--- src/rtl/dip_seq_pkg.sv ---
package dip_seq_pkg;

    localparam int NUM_PH = 4;

    typedef enum logic [2:0] {
        PH_IDLE  = 3'd0,
        PH_WAIT1 = 3'd1,
        PH_LOW1  = 3'd2,
        PH_WAIT2 = 3'd3,
        PH_LOW2  = 3'd4
    } phase_e;

endpackage

--- src/rtl/dip_trig_sync.sv ---
module dip_trig_sync #(
    parameter int STAGES = 2
) (
    input  logic clk_i,
    input  logic rst_i,
    input  logic trig_i,
    output logic rise_o
);
    localparam int DEPTH = STAGES + 1;

    logic [DEPTH-1:0] sync_d, sync_q;

    always_comb begin
        sync_d = {sync_q[DEPTH-2:0], trig_i};
    end

    always_ff @(posedge clk_i) begin
        if (rst_i) sync_q <= '0;
        else       sync_q <= sync_d;
    end

    assign rise_o = sync_q[STAGES-1] & ~sync_q[STAGES];

endmodule

--- src/rtl/dip_phase_pick.sv ---
module dip_phase_pick
    import dip_seq_pkg::*;
#(
    parameter int CNT_W = 16
) (
    input  phase_e                        from_i,
    input  logic [NUM_PH-1:0][CNT_W-1:0]  lens_i,
    output phase_e                        next_o,
    output logic [CNT_W-1:0]              len_o
);
    always_comb begin
        logic found;
        found  = 1'b0;
        next_o = PH_IDLE;
        len_o  = '0;
        for (int k = 0; k < NUM_PH; k++) begin
            if (!found && (k + 1) > int'(from_i) && lens_i[k] != '0) begin
                found  = 1'b1;
                next_o = phase_e'(3'(k + 1));
                len_o  = lens_i[k];
            end
        end
    end

endmodule

--- src/rtl/dip_seq_core.sv ---
module dip_seq_core
    import dip_seq_pkg::*;
#(
    parameter int CODE_W = 8,
    parameter int CNT_W  = 16
) (
    input  logic                          clk_i,
    input  logic                          rst_i,
    input  logic                          rise_i,
    input  logic [CODE_W-1:0]             nom_code_i,
    input  logic [CODE_W-1:0]             low_code_i,
    input  logic [NUM_PH-1:0][CNT_W-1:0]  live_lens_i,
    output logic [CODE_W-1:0]             code_o,
    output logic                          busy_o
);
    typedef struct packed {
        phase_e                        phase;
        logic [CNT_W-1:0]              cnt;
        logic [NUM_PH-1:0][CNT_W-1:0]  lens;
        logic [CODE_W-1:0]             low;
        logic [CODE_W-1:0]             code;
    } core_st_t;

    core_st_t st_d, st_q;

    logic                          idle;
    phase_e                        pick_next;
    logic [CNT_W-1:0]              pick_len;
    logic [NUM_PH-1:0][CNT_W-1:0]  pick_lens;

    assign idle      = (st_q.phase == PH_IDLE);
    assign pick_lens = idle ? live_lens_i : st_q.lens;

    dip_phase_pick #(.CNT_W(CNT_W)) u_pick (
        .from_i (st_q.phase),
        .lens_i (pick_lens),
        .next_o (pick_next),
        .len_o  (pick_len)
    );

    always_comb begin
        logic advance;
        st_d    = st_q;
        advance = 1'b0;
        if (idle) begin
            if (rise_i) begin
                st_d.lens = live_lens_i;
                st_d.low  = low_code_i;
                advance   = 1'b1;
            end
        end else if (st_q.cnt != '0) begin
            st_d.cnt = st_q.cnt - 1'b1;
        end else begin
            advance = 1'b1;
        end
        if (advance) begin
            st_d.phase = pick_next;
            st_d.cnt   = (pick_next == PH_IDLE) ? '0 : pick_len - 1'b1;
        end
        if (st_d.phase == PH_LOW1 || st_d.phase == PH_LOW2) st_d.code = st_d.low;
        else                                                 st_d.code = nom_code_i;
    end

    always_ff @(posedge clk_i) begin
        if (rst_i) begin
            st_q.phase <= PH_IDLE;
            st_q.cnt   <= '0;
            st_q.lens  <= '0;
            st_q.low   <= '0;
            st_q.code  <= '1;
        end else begin
            st_q <= st_d;
        end
    end

    assign code_o = st_q.code;
    assign busy_o = !idle;

endmodule

--- src/rtl/dip_sequencer.sv ---
module dip_sequencer
    import dip_seq_pkg::*;
#(
    parameter int CODE_W      = 8,
    parameter int CNT_W       = 16,
    parameter int SYNC_STAGES = 2
) (
    input  logic              clk_i,
    input  logic              rst_i,
    input  logic              trig_i,
    input  logic [CODE_W-1:0] nom_code_i,
    input  logic [CODE_W-1:0] low_code_i,
    input  logic [CNT_W-1:0]  off1_i,
    input  logic [CNT_W-1:0]  wid1_i,
    input  logic [CNT_W-1:0]  off2_i,
    input  logic [CNT_W-1:0]  wid2_i,
    input  logic              dbl_en_i,
    output logic [CODE_W-1:0] code_o,
    output logic              busy_o
);
    logic                          trig_rise;
    logic [NUM_PH-1:0][CNT_W-1:0]  live_lens;
    logic                          second_on;

    assign second_on    = dbl_en_i && (wid2_i != '0);
    assign live_lens[0] = off1_i;
    assign live_lens[1] = wid1_i;
    assign live_lens[2] = second_on ? off2_i : '0;
    assign live_lens[3] = second_on ? wid2_i : '0;

    dip_trig_sync #(.STAGES(SYNC_STAGES)) u_sync (
        .clk_i  (clk_i),
        .rst_i  (rst_i),
        .trig_i (trig_i),
        .rise_o (trig_rise)
    );

    dip_seq_core #(.CODE_W(CODE_W), .CNT_W(CNT_W)) u_core (
        .clk_i       (clk_i),
        .rst_i       (rst_i),
        .rise_i      (trig_rise),
        .nom_code_i  (nom_code_i),
        .low_code_i  (low_code_i),
        .live_lens_i (live_lens),
        .code_o      (code_o),
        .busy_o      (busy_o)
    );

endmodule

--- config.mk ---
export PLATFORM = sky130hd
export DESIGN_NAME = dip_sequencer
export DESIGN_NICKNAME = d
export VERILOG_FILES = /design/src/rtl/dip_seq_pkg.sv /design/src/rtl/dip_trig_sync.sv /design/src/rtl/dip_phase_pick.sv /design/src/rtl/dip_seq_core.sv /design/src/rtl/dip_sequencer.sv
export SDC_FILE = /design/constraint.sdc
export NUM_CORES = 1
export LEC_CHECK = 0
export CAP_MARGIN = 0
export CORE_ASPECT_RATIO = 0.8
export CORE_MARGIN = 1.5
export CORE_UTILIZATION = 35
export DETAILED_ROUTE_END_ITERATION = 10
export SETUP_SLACK_MARGIN = 0.05
export SLEW_MARGIN = 20
export SYNTH_ARGS = -nofsm -noshare
export SYNTH_HDL_FRONTEND = slang
export SYNTH_SLANG_ARGS = --single-unit
export TNS_END_PERCENT = 10
--- constraint.sdc ---
create_clock -name clk_i -period 4.8 [get_ports clk_i]
set_clock_uncertainty 0.2 [all_clocks]
set_input_delay 1.44 -clock clk_i [delete_from_list [all_inputs] [get_ports clk_i]]
set_output_delay 1.44 -clock clk_i [all_outputs]
set_load 0.05 [all_outputs]
==> reports/summary.txt <==
Setup tns final -> 0 ns
Slew Viols, Final -> 0
Num CTS Buffers -> 9
Asr flop ratio synth -> 0
Hold crit path type -> reg -> reg
Clk pin slew, worst setup/hold paths -> 0.07 ns
H-tree lvl count -> 3
Largest net degree at the start of global routing -> 60
DPL Wire Length -> 15820 um
Fin. Hold Viols -> 0
CTS tree -> done
Non-Filler Instances -> 1151
CP Launch Type -> primary input
First-pass GRT wire length -> 32930 um
Mapped Cells -> 753
Critical-path cell list -> clkdlybuf4s50_1, or4_1, or4_4, nor4_4, buf_4, o21a_2, mux2i_2, o21ai_0, nor4_4, xnor2_1, o22ai_1
Post-route ant nets -> 0
Slowest stage cell, crit path -> or4_4
GPL Wtd Cong -> 0.9057
Drt drc -> 0
Die X -> 142.7 um
Number of diodes -> 0
Synth Flop Type -> dfxtp_1
Starting Density -> 0.3616
CP most frequent cell -> nor4_4
Max stage delay on crit path -> 0.61 ns
Max_slew headroom -> 0.4438
Post-CTS Hold Buffers -> 0
Share of layout cells above drive strength 1 -> 0.2210
Max rail drop VDD -> 237.5 uV
Global Route Usage Sum -> 0.2613
Clock Tree Buf Depth -> 2
GRT Residual Overflow -> 0
Syn avg cell area -> 7.258 um2
Iter 0 DRT Violations -> 752
Antenna violations before repair -> 0
Layout area overhead -> 44.09%
Wirelength per Cell -> 18.30 um
Io pins -> 93
Min cycle time layout -> 4.646 ns
Fin nets -> 1022
Warnings from Yosys -> 0
CP top delay family -> simple AND/OR/NAND/NOR gates
Crit path kind -> in -> reg
Final setup vio count -> 0
Tcrit/Tclk final -> 0.9678
DRT Pass-1 Iters -> 5
Crit path DAT -> 4.66 ns
Synthesized Nets -> 839
Worst setup EP type -> flip-flop
DR vias -> 6603
Final WL -> 21070 um
Status -> completed
Die area -> 0.01638 mm2
IO buf count -> 92
CORE AREA -> 0.01511 mm2
Drt via density -> 5.737
RSZ-0062 raised after global routing -> yes
Synthesis-stage register bit count -> 86
Die H -> 114.8 um
Worst-Skew Late Latency -> 0.36 ns
P_leak -> 2.980 nW
Std-Cell Rows -> 40
Cell variety after synth -> 74
Post-synth EDFFs -> 0
Max cap viols -> 0
Max Fclk -> 215.3 MHz
Number of global-route vias before repair -> 6106
Max FO, Critical Path -> 3
Pwr Density -> 476.2 mW/mm2
CTS root buf -> clkbuf_16
Post-synthesis sequential area ratio -> 0.3150
WP buf/inv -> 2
Actual slew at the worst max-slew pin -> 0.8344 ns
Critical Path RT -> 4.82 ns
Post-Syn Area -> 0.005465 mm2
Sink Count -> 86
Placed cell count -> 1135
layout make-up:
type / count / area (um2)
fill: 1451 / 7239
multi-input combinational: 595 / 3542
timing repair buffer: 237 / 2002
sequential: 86 / 1722
clock buffer: 12 / 266.5
tap: 210 / 262.8
clock inverter: 4 / 53.80
inverter: 7 / 26.28
synth_stat cells, drive strengths merged (5+ instances only):
library cell  count  share of area
nand2b            6         0.0069
xnor2             7          0.011
a41oi             8          0.013
o21ai            34          0.033
o22ai             6         0.0069
mux2i             6          0.011
dfxtp            86           0.32
nor2             57          0.040
inv               5         0.0034
o21bai            8          0.011
a21o              5         0.0069
nor2b             6         0.0069
nand4             7         0.0080
or4               8          0.012
o221ai            7          0.011
nor4             33          0.044
a21oi            98          0.092
nor3             21          0.020
o21a              8          0.011
and3             26          0.030
a211oi            7          0.011
and2              5         0.0057
o211ai            8          0.011
nand3            38          0.035
a31oi            13          0.016
nand2           119          0.082
clkbuf           45          0.031
buf              20          0.022
through the flow:
stage / setup WS (ns) / total power, W / instance area (um2) / hold WS, ns / util
2_1_floorplan: 0.1280 / 0.002170 / 5465 / 0.2138 / -
3_3_place_gp: -0.3610 / 0.002862 / 7467 / 0.2178 / 0.4940
3_5_place_dp: -0.4326 / 0.002907 / 7467 / 0.2270 / 0.4940
4_1_cts: 0.005800 / 0.003689 / 7805 / 0.2414 / 0.5164
5_1_grt: 0.003161 / 0.003966 / 7875 / 0.2514 / 0.5210
6_report: 0.1545 / 0.003750 / 7875 / 0.2373 / 0.5210
flip-flops by register name (all words and copies together) (netlist names):
signal         count
u_core.code_o      8
u_sync.sync_q      3
u_core.st_q       75
logic make-up after synthesis:
| kind of cell | Yosys count | synth area share |
|---|---|---|
| xor gates and xnor gates | 9 | 0.01442 |
| and+or+nand+nor | 340 | 0.3104 |
| adders and majority gates | 2 | 0.004578 |
| muxes | 8 | 0.01511 |
| buffers and inverters | 72 | 0.05815 |
| DFF | 86 | 0.3150 |
| AOI/OAI and AO/OA | 236 | 0.2823 |
layer usage:
metal	track usage	vias up	share of wire
met4	0.07491	0	0.020
met2	0.3848	332	0.42
met3	0.06539	29	0.086
li1	-	3151	-
met5	0	-	0
met1	0.3762	3091	0.47
cells in the final DEF (no fill, tap or decap), drive strengths merged, types with 4 or more instances in the layout:
cell type	count
buf	147
nand2	119
a21oi	98
clkdlybuf4s50	90
dfxtp	86
nor2	57
nand3	38
o21ai	34
nor4	33
and3	26
nor3	21
a31oi	13
clkbuf	12
o211ai	8
o21bai	8
a41oi	8
o21a	8
or4	8
nand4	7
o221ai	7
xnor2	7
a211oi	7
nand2b	6
o22ai	6
nor2b	6
mux2i	6
and2	5
inv	5
a21o	5
or3	4
a2bb2oi	4
a221oi	4
final timing paths:
kind | from | end | slack (ns) | cells after the start
worst max-delay path | off1_i[11] | u_core.st_q[90] | 0.15 | 11
worst min-delay path | u_sync.sync_q[0] | u_sync.sync_q[1] | 0.24 | 1
worst max register to register | u_core.st_q[80] | u_core.code_o[0] | 0.72 | 11
worst min register to register | u_sync.sync_q[0] | u_sync.sync_q[1] | 0.24 | 1
power by group:
part | total [W] | internal (W) | switching [W]
registers | 0.000914 | 0.000818 | 0.0000954
logic | 0.00207 | 0.000849 | 0.00122
clock network | 0.000766 | 0.000447 | 0.000319
what timing repair did:
item | CTS | global route
resized for setup | 4 | 17
buffers inserted | 0 | 0
pin swaps | 0 | 3
setup endpoints to repair | 6 | 12
hold endpoints to repair | 0 | 0
No activity file was read; power rests on OpenSTA's default activity.
